## src/rtl/srs_pkg.sv

```systemverilog
package srs_pkg;
  localparam int LANES     = 4;
  localparam int PAIRS     = LANES / 2;
  localparam int STEPS_PER = 3;
  localparam int N_STEPS   = PAIRS * STEPS_PER;
  localparam int SW        = $clog2(N_STEPS + 1);

  typedef logic [SW-1:0] rel_t;
endpackage

```

## src/rtl/srs_dwell_timer.sv

```systemverilog
module srs_dwell_timer #(
  parameter int DWELL_CYC = 1500
) (
  input  logic clk,
  input  logic rst,
  input  logic run,
  output logic expire
);
  localparam int CW = (DWELL_CYC > 1) ? $clog2(DWELL_CYC) : 1;
  localparam logic [CW-1:0] LAST = CW'(DWELL_CYC - 1);

  logic [CW-1:0] cnt_q;

  assign expire = run && (cnt_q == LAST);

  always_ff @(posedge clk) begin
    if (rst || !run) cnt_q <= '0;
    else if (expire) cnt_q <= '0;
    else             cnt_q <= cnt_q + 1'b1;
  end


  cnt_range_chk: assert property (@(posedge clk) disable iff (rst)
    cnt_q <= LAST);


  idle_clear_chk: assert property (@(posedge clk) disable iff (rst)
    !run |=> cnt_q == '0);
endmodule

```

## src/rtl/srs_step_seq.sv

```systemverilog
module srs_step_seq
  import srs_pkg::*;
(
  input  logic clk,
  input  logic rst,
  input  logic start,
  input  logic expire,
  output rel_t rel_d,
  output logic busy_q,
  output logic done_q
);
  localparam rel_t LAST = rel_t'(N_STEPS);

  rel_t rel_q;
  logic busy_d, done_d, accept;

  always_comb begin
    rel_d  = rel_q;
    busy_d = busy_q;
    done_d = 1'b0;
    accept = start && !busy_q;
    if (accept) begin
      rel_d  = '0;
      busy_d = 1'b1;
    end else if (expire) begin
      if (rel_q == LAST) begin
        busy_d = 1'b0;
        done_d = 1'b1;
      end else begin
        rel_d = rel_q + 1'b1;
      end
    end
  end

  always_ff @(posedge clk) begin
    if (rst) begin
      rel_q  <= '0;
      busy_q <= 1'b0;
      done_q <= 1'b0;
    end else begin
      rel_q  <= rel_d;
      busy_q <= busy_d;
      done_q <= done_d;
    end
  end


  start_take_chk: assert property (@(posedge clk) disable iff (rst)
    (start && !busy_q) |=> (busy_q && rel_q == '0));


  start_ignore_chk: assert property (@(posedge clk) disable iff (rst)
    (start && busy_q && !expire) |=> $stable(rel_q));


  done_pulse_chk: assert property (@(posedge clk) disable iff (rst)
    done_q |=> !done_q);


  rel_range_chk: assert property (@(posedge clk) disable iff (rst)
    rel_q <= LAST);
endmodule

```

## src/rtl/srs_pair_decode.sv

```systemverilog
module srs_pair_decode
  import srs_pkg::*;
#(
  parameter int PAIR_IDX = 0
) (
  input  rel_t       rel,
  output logic [1:0] pd,
  output logic       pll,
  output logic [1:0] lrst
);
  localparam rel_t TH_PD  = rel_t'(PAIR_IDX * STEPS_PER + 1);
  localparam rel_t TH_PLL = rel_t'(PAIR_IDX * STEPS_PER + 2);
  localparam rel_t TH_RST = rel_t'(PAIR_IDX * STEPS_PER + 3);

  always_comb begin
    pd   = {2{rel < TH_PD}};
    pll  = (rel < TH_PLL);
    lrst = {2{rel < TH_RST}};
  end
endmodule

```

## src/rtl/serdes_rst_seq.sv

```systemverilog
module serdes_rst_seq
  import srs_pkg::*;
#(
  parameter int CLK_FREQ_MHZ = 100,
  parameter int DWELL_US     = 15,
  parameter int CFG_W        = 8
) (
  input  logic             clk,
  input  logic             rst,
  input  logic             start,
  input  logic [CFG_W-1:0] cfg_in,
  output logic [3:0]       lane_pd,
  output logic [1:0]       pll_rst,
  output logic [3:0]       lane_rst,
  output logic [CFG_W-1:0] cfg_out,
  output logic             busy,
  output logic             done
);
  localparam int DWELL_CYC = (CLK_FREQ_MHZ * DWELL_US > 0) ? CLK_FREQ_MHZ * DWELL_US : 1;

  logic expire;
  rel_t rel_d;
  logic [LANES-1:0] pd_d, rst_d;
  logic [PAIRS-1:0] pll_d;

  srs_dwell_timer #(.DWELL_CYC(DWELL_CYC)) u_timer (
    .clk(clk), .rst(rst), .run(busy), .expire(expire)
  );

  srs_step_seq u_seq (
    .clk(clk), .rst(rst), .start(start), .expire(expire),
    .rel_d(rel_d), .busy_q(busy), .done_q(done)
  );

  for (genvar p = 0; p < PAIRS; p++) begin : g_pair
    srs_pair_decode #(.PAIR_IDX(p)) u_dec (
      .rel (rel_d),
      .pd  (pd_d[2*p +: 2]),
      .pll (pll_d[p]),
      .lrst(rst_d[2*p +: 2])
    );
  end

  always_ff @(posedge clk) begin
    if (rst) begin
      lane_pd  <= '1;
      pll_rst  <= '1;
      lane_rst <= '1;
    end else begin
      lane_pd  <= pd_d;
      pll_rst  <= pll_d;
      lane_rst <= rst_d;
    end
  end

  always_ff @(posedge clk) cfg_out <= cfg_in;


  reset_state_chk: assert property (@(posedge clk)
    rst |=> (&lane_pd && &pll_rst && &lane_rst && !busy && !done));


  no_reassert_chk: assert property (@(posedge clk) disable iff (rst)
    (busy && $past(busy)) |->
      (((lane_pd & ~$past(lane_pd)) == '0) &&
       ((pll_rst & ~$past(pll_rst)) == '0) &&
       ((lane_rst & ~$past(lane_rst)) == '0)));


  done_edge_chk: assert property (@(posedge clk) disable iff (rst)
    done |-> (!busy && $past(busy)));


  hold_idle_chk: assert property (@(posedge clk) disable iff (rst)
    (done && !start) |=> $stable({lane_pd, pll_rst, lane_rst}));


  cfg_pass_chk: assert property (@(posedge clk) disable iff (rst)
    cfg_out == $past(cfg_in));
endmodule

```

## config.mk

```make
export PLATFORM = sky130hd
export DESIGN_NAME = serdes_rst_seq
export DESIGN_NICKNAME = d
export VERILOG_FILES = /design/src/rtl/srs_pkg.sv /design/src/rtl/srs_dwell_timer.sv /design/src/rtl/srs_step_seq.sv /design/src/rtl/srs_pair_decode.sv /design/src/rtl/serdes_rst_seq.sv
export SDC_FILE = /design/constraint.sdc
export NUM_CORES = 1
export LEC_CHECK = 0
export BUFFER_PORTS_ARGS = -buffer_cell sky130_fd_sc_hd__clkbuf_2
export CAP_MARGIN = 20
export CORE_MARGIN = 5
export CORE_UTILIZATION = 54
export CTS_BUF_LIST = sky130_fd_sc_hd__clkbuf_8
export DETAILED_ROUTE_END_ITERATION = 10
export PLACE_DENSITY = 0.79
export RECOVER_POWER = 25
export SYNTH_ARGS = -nofsm -noshare
export SYNTH_HDL_FRONTEND = slang
export SYNTH_HIERARCHICAL = 1
export SYNTH_SLANG_ARGS = --single-unit
```

## constraint.sdc

```tcl
create_clock -name clk -period 2.6 [get_ports clk]
set_input_delay 0.52 -clock clk [delete_from_list [all_inputs] [get_ports clk]]
set_output_delay 0.52 -clock clk [all_outputs]
set_load 0.01 [all_outputs]
```

==> results of run 1 <==
power groups by stage:
stage	clock network (mW)	logic, mW	registers (mW)
2_1_floorplan	0	0.0105	0.549
3_3_place_gp	0	0.0305	0.545
3_5_place_dp	0	0.0311	0.546
4_1_cts	0.388	0.0315	0.534
5_1_grt	0.417	0.0344	0.535
6_report	0.382	0.0303	0.534
layer usage:
layer	GRT usage	part of all wire
met5	0	0
met4	0.103	0.024
met3	0.0579	0.092
met1	0.167	0.42
met2	0.263	0.47
Yosys cell counts (all sizes together):
| master | count |
|---|---|
| a21oi | 7 |
| nand4b | 1 |
| nor3 | 1 |
| o311ai | 1 |
| nand2 | 6 |
| buf | 5 |
| or2 | 11 |
| nor2b | 1 |
| mux2i | 1 |
| or4 | 3 |
| or3 | 3 |
| dfxtp | 34 |
| ha | 3 |
| inv | 5 |
| a21o | 1 |
| nand3 | 5 |
| nand3b | 1 |
| a21boi | 1 |
| xnor2 | 2 |
| o21ai | 5 |
| xor2 | 2 |
| nor4 | 1 |
| o31ai | 3 |
| nand4bb | 1 |
| nor2 | 14 |
| nand4 | 2 |
layout make-up:
| type | instances | area, um^2 |
|---|---|---|
| Multi-Input combinational cell | 76 | 495 |
| Timing Repair Buffer | 31 | 151 |
| Tap cell | 28 | 35.0 |
| Clock buffer | 6 | 82.6 |
| Fill cell | 187 | 718 |
| Clock inverter | 2 | 8.76 |
| Inverter | 5 | 18.8 |
| Sequential cell | 34 | 681 |
kinds of logic (layout without fill, tap and decap cells):
| family | count (synthesis) | count (layout) | share of synthesized area |
|---|---|---|---|
| AOI/OAI and AO/OA | 18 | 18 | 0.0992 |
| xor gates and xnor gates | 4 | 4 | 0.0283 |
| adders and majority gates | 3 | 3 | 0.0304 |
| buffers and inverters | 10 | 44 | 0.0486 |
| DFF | 34 | 34 | 0.551 |
| muxes | 1 | 1 | 0.00810 |
| and+or+nand+nor | 50 | 50 | 0.235 |
flip-flops by register name, summed over array words and instances (netlist names):
register,flops
u_timer/cnt_q,11
lane_pd,4
cfg_out,8
pll_rst,2
u_seq/rel_q,3
u_seq/busy_q,1
u_seq/done_q,1
lane_rst,4
how the worst min path moves through the flow:
stage / start / end / depth (start not counted)
3_3_place_gp: u_timer/cnt_q[0] / u_timer/cnt_q[0] / 1
3_5_place_dp: u_timer/cnt_q[0] / u_timer/cnt_q[0] / 1
2_1_floorplan: u_timer/cnt_q[0] / u_timer/cnt_q[0] / 1
4_1_cts: cfg_in[1] / cfg_out[1] / 1
6_report: cfg_in[1] / cfg_out[1] / 1
5_1_grt: cfg_in[1] / cfg_out[1] / 1
==> impl_metrics.ini, run 1 <==
[critical_path]
crit_path_max_incr_delay_ns = 0.36
cpMaxStageDelayCell = dfxtp_1
startpoint = u_timer/cnt_q[0]
cp_top_family = simple AND/OR/NAND/NOR gates
path_cells = ha_1 -> nand3b_1 -> nor4_1 -> buf_4 -> a21o_2 -> nand2_1 -> nor2_1 -> nand2_1 -> or2_1
required_ns = 2.77
r2r-start = u_timer/cnt_q[0]
cp.arrival_ns = 2.27
path_depth = 9
ff2ff_setup_slack_ns = 0.50
cp-endpoint = lane_rst[2]
crit_path_frequent_cell = nand2_1
reg2reg_to = lane_rst[2]
critPathBufInv = 1
critical_path_class = flop to flop
cp-start-kind = flop
rr_worst_depth = 9
cp_max_fo = 6
endpoint_kind = flop

[detailed_routing]
postRouteAntennaNets = 0
vias_per_cell = 5.04
drt_first_pass_iters = 6
wl_mm = 2.37
drc_errors = 0
dr_total_vias = 918
routedWlPerCell_um = 13.0
first_iter_violations = 25

[cts]
insertion_delay_ns = 0.28
post_cts_resized = 0
cts_sinks = 34
cts.clk_slew.worst_paths_ns = 0.06
cts_setup_buffers = 0
clock-root-buffer = clkbuf_8
cts_buffers = 5
cts_tree = done
h-tree-depth = 2
cts_hold_buf = 0
clock_path_buffers = 2

[floorplan]
io_pins = 31
die-area_mm2 = 0.00335
die_w_um = 57.8
die_y_um = 57.8
coreArea_mm2 = 0.00219
start_util = 0.564
fp-row-count = 17

[pwr]
netSwitchingFraction = 0.205
pwr-share-comb = 0.032
clock_power_share = 0.403
peakVddDrop_mv = 0.498
p_seq_frac = 0.564
internal_power_mw = 0.752
p_total_mw = 0.946
power.density_mw_per_mm2 = 642
p_sw_mw = 0.194
p_leak_nw = 0.558

[final_layout]
stdcell_count = 182
nNetsFinal = 167
post-route-cell-area_mm2 = 0.00147
drive_gt1_frac = 0.266
utilization = 0.672
final_common_cell = dfxtp_1
antenna_cells = 0
area_growth_pct = 19.1
layout_common_cells = 34 x dfxtp_1, 25 x clkbuf_2, 14 x nor2_1

[timing]
whs_ns = 0.341
slew_viol_final = 0
setup_ws_ns = 0.504
fin_crit_sh = 0.806
finalSetupViolCount = 0
slew_headroom = 0.478
post-route-min-period_ns = 2.10
worstMarginPinSlew_ns = 0.782
fmax_mhz = 477
fin_tns_setup_ns = 0
hold_violations = 0
skew_ns = 0.00478
rsz0062_at_grt = no

[synthesis]
synth_top_cell_by_area = dfxtp_1
synth_cell_types = 32
yosysSeqAreaShare = 0.551
syn_area_mm2 = 0.00124
syn_avg_cell_area_um2 = 10.3
syn_inst = 120
ys_warn_count = 6
synth_seq_cells = 34
synth.top_cell.area_share = 0.551
syn_nets = 134
ys_top_cells_by_area = dfxtp_1 55%, or2_1 5.6%, nor2_1 4.3%

[global_routing]
grt_max_degree = 14
grt_pass1_wl_mm = 4.03
grt_util_all_layers = 0.158
grt-ovfl-total = 0
antenna_found_initial = 0
grt_pass1_vias = 900

[placed_design]
dp_cells = 174
dpl_worst_slack_ns = 0.530
gp_congestion = 0.802
dp_hpwl_mm = 1.70
port_buffers = 30
placed_cell_area_mm2 = 0.00139

[flow_run]
max_cap_violations = 0

[worst_hold_path]
hp-class = input pin to flop

[outcome]
status = finished, final reports clean
Note: power is estimated with default switching activity, not from simulation.
==> inputs of run 2 (changes only) <==
--- a/config.mk
+++ b/config.mk
@@ -5,13 +5,14 @@
 export SDC_FILE = /design/constraint.sdc
 export NUM_CORES = 1
 export LEC_CHECK = 0
+export ABC_AREA = 1
 export BUFFER_PORTS_ARGS = -buffer_cell sky130_fd_sc_hd__clkbuf_2
 export CAP_MARGIN = 20
 export CORE_MARGIN = 5
-export CORE_UTILIZATION = 54
+export CORE_UTILIZATION = 50
 export CTS_BUF_LIST = sky130_fd_sc_hd__clkbuf_8
 export DETAILED_ROUTE_END_ITERATION = 10
-export PLACE_DENSITY = 0.79
+export PLACE_DENSITY = 0.76
 export RECOVER_POWER = 25
 export SYNTH_ARGS = -nofsm -noshare
 export SYNTH_HDL_FRONTEND = slang
==> constraint.sdc (replaced) <==
create_clock -name clk -period 1.7 [get_ports clk]
set_input_delay 0.34 -clock clk [delete_from_list [all_inputs] [get_ports clk]]
set_output_delay 0.34 -clock clk [all_outputs]
set_load 0.01 [all_outputs]
==> impl_metrics.ini, run 2 <==
[floorplan]
io_pins = 31
start_util = 0.507
die_y_um = 62.2
die-area_mm2 = 0.00387
coreArea_mm2 = 0.00269
die_w_um = 62.2
fp-row-count = 19

[cts]
insertion_delay_ns = 0.29
cts_tree = done
cts_sinks = 34
cts_buffers = 5
cts.clk_slew.worst_paths_ns = 0.07
cts_hold_buf = 0
clock-root-buffer = clkbuf_8
clock_path_buffers = 2
h-tree-depth = 2

[pwr]
p_leak_nw = 0.766
peakVddDrop_mv = 0.922
p_total_mw = 1.76
power.density_mw_per_mm2 = 1030

[detailed_routing]
wl_mm = 2.44
drc_errors = 0
drt_first_pass_iters = 4
dr_total_vias = 1070
postRouteAntennaNets = 0
vias_per_cell = 4.55
routedWlPerCell_um = 10.4
first_iter_violations = 31

[critical_path]
critical_path_class = flop to flop
endpoint_kind = flop
cp.arrival_ns = 1.76
required_ns = 1.88
cp_max_fo = 5
cp-start-kind = flop

[final_layout]
layout_common_cells = 33 x nand2_1, 32 x inv_1, 31 x dfxtp_1
fill_cells = 236
nNetsFinal = 217
largest_register_ff_count = 11
reg.largest.list = u_timer/cnt_q x11, cfg_out x8
drive_gt1_frac = 0.353
utilization = 0.636
antenna_cells = 0
post-route-cell-area_mm2 = 0.00171
final_common_cell = nand2_1
area_growth_pct = 25.6
regMostFlops = u_timer/cnt_q

[synthesis]
synth_seq_cells = 34
syn_area_mm2 = 0.00136
synth-edff-count = 0
ys_top_cells_by_count = 34 x dfxtp_1, 34 x inv_1, 33 x nand2_1
synth_cell_types = 20
yosysSeqAreaShare = 0.500
synth_ff_type = dfxtp_1
syn_nets = 182
synth.top_cell.area_share = 0.500
syn_avg_cell_area_um2 = 8.10
ys_warn_count = 6
synth_top_cell_by_area = dfxtp_1
syn_inst = 168
async_flop_share = 0
ys_top_cells_by_area = dfxtp_1 50%, inv_1 9.4%, nand2_1 9.1%

[global_routing]
antenna_found_initial = 0
grt_pass1_vias = 1096
grt_pass1_wl_mm = 4.25
grt_util_all_layers = 0.139
grt_max_degree = 13
grt-ovfl-total = 0

[timing]
rsz0062_at_grt = no
finalSetupViolCount = 0
fin_tns_setup_ns = 0
hold_violations = 0
fin_crit_sh = 0.927
setup_ws_ns = 0.124
fmax_mhz = 635
slew_viol_final = 0
skew_ns = 0.00786
worstMarginPinSlew_ns = 0.311
slew_headroom = 0.792
post-route-min-period_ns = 1.58

[worst_hold_path]
hp-class = input pin to flop

[flow_run]
max_cap_violations = 0

[placed_design]
placed_cell_area_mm2 = 0.00155
gp_congestion = 0.870
dpl_worst_slack_ns = 0.0600
dp_hpwl_mm = 1.83
port_buffers = 30

[outcome]
status = finished, final reports clean
[run 2: changes by cell type in the layout (fill, tap and decap cells not counted), sizes merged, moves of 2 or more]
cell    change
or3         -3
bufinv      +2
or4         -3
or2        -10
inv        +31
nand2      +32
o21ai       -3
o31ai       -3
nor2       +12
nand3       +5
[run 2: worst max-delay path: stages (launching register included)]
cell and delay [ns]:
dfxtp_4 0.38, ha_4 0.14, nand2_1 0.06, nor2_2 0.09
nand3_2 0.08, inv_2 0.10, inv_2 0.05, o21ai_1 0.11
inv_1 0.09, nor2_4 0.12, inv_1 0.06, nand2_2 0.07
nor2_2 0.04, inv_1 0.04, nand2_1 0.04
[run 2: kinds of logic (layout without fill, tap and decap cells)]
| group | Yosys count | after routing | share of synthesized area |
|---|---|---|---|
| XOR/XNOR | 4 | 4 | 0.0257 |
| AO/OA/AOI/OAI | 10 | 10 | 0.0450 |
| adder cells (fa/ha/maj) | 3 | 3 | 0.0276 |
| AND/OR/NAND/NOR | 76 | 76 | 0.278 |
| buffers and inverters | 41 | 77 | 0.124 |
| flip-flops | 34 | 34 | 0.500 |
[run 2: area by class of cell]
type	instances	area [um^2]	area share
clock buffer	5	68.8	0.0403
clock inverter	3	68.8	0.0403
inverter	37	139	0.0813
multi-input combinational	93	546	0.319
sequential	34	689	0.403
tap	31	38.8	0.0227
timing repair buffer	32	159	0.0930
[run 2: timing repair]
action / in CTS / in global routing
setup buffers: 0 / 1
setup endpoints to repair: 0 / 10
gates resized for setup: 0 / 8
[run 2: metrics by stage]
step	hold slack, ns	cells
final	0.147	235
after global placement	0.439	226
after floorplan	0.368	168
after CTS	0.139	234
after global routing	0.128	235
after detailed placement	0.445	226
[run 2: where the power goes]
| group | switching, mW | internal (mW) | leakage [nW] |
|---|---|---|---|
| logic | 0.0350 | 0.0237 | 0.418 |
| registers | 0.00857 | 0.808 | 0.280 |
| clock network | 0.295 | 0.587 | 0.0683 |
| total | 0.339 | 1.42 | 0.766 |
[run 2: final timing paths]
kind	start	end	slack [ns]	cells after the start
setup / recovery	u_timer/cnt_q[0]	lane_pd[1]	0.12	14
setup reg to reg	u_timer/cnt_q[0]	lane_pd[1]	0.12	14
hold reg to reg	u_timer/cnt_q[0]	u_timer/cnt_q[0]	0.45	1
hold / removal	cfg_in[3]	cfg_out[3]	0.15	1
[run 2: layer usage]
metal,vias up,GRT usage,wire [um]
met5,-,0,0
met4,0,0.0894,53
met3,5,0.0667,173
met2,26,0.249,1240
met1,477,0.119,972
li1,562,-,-
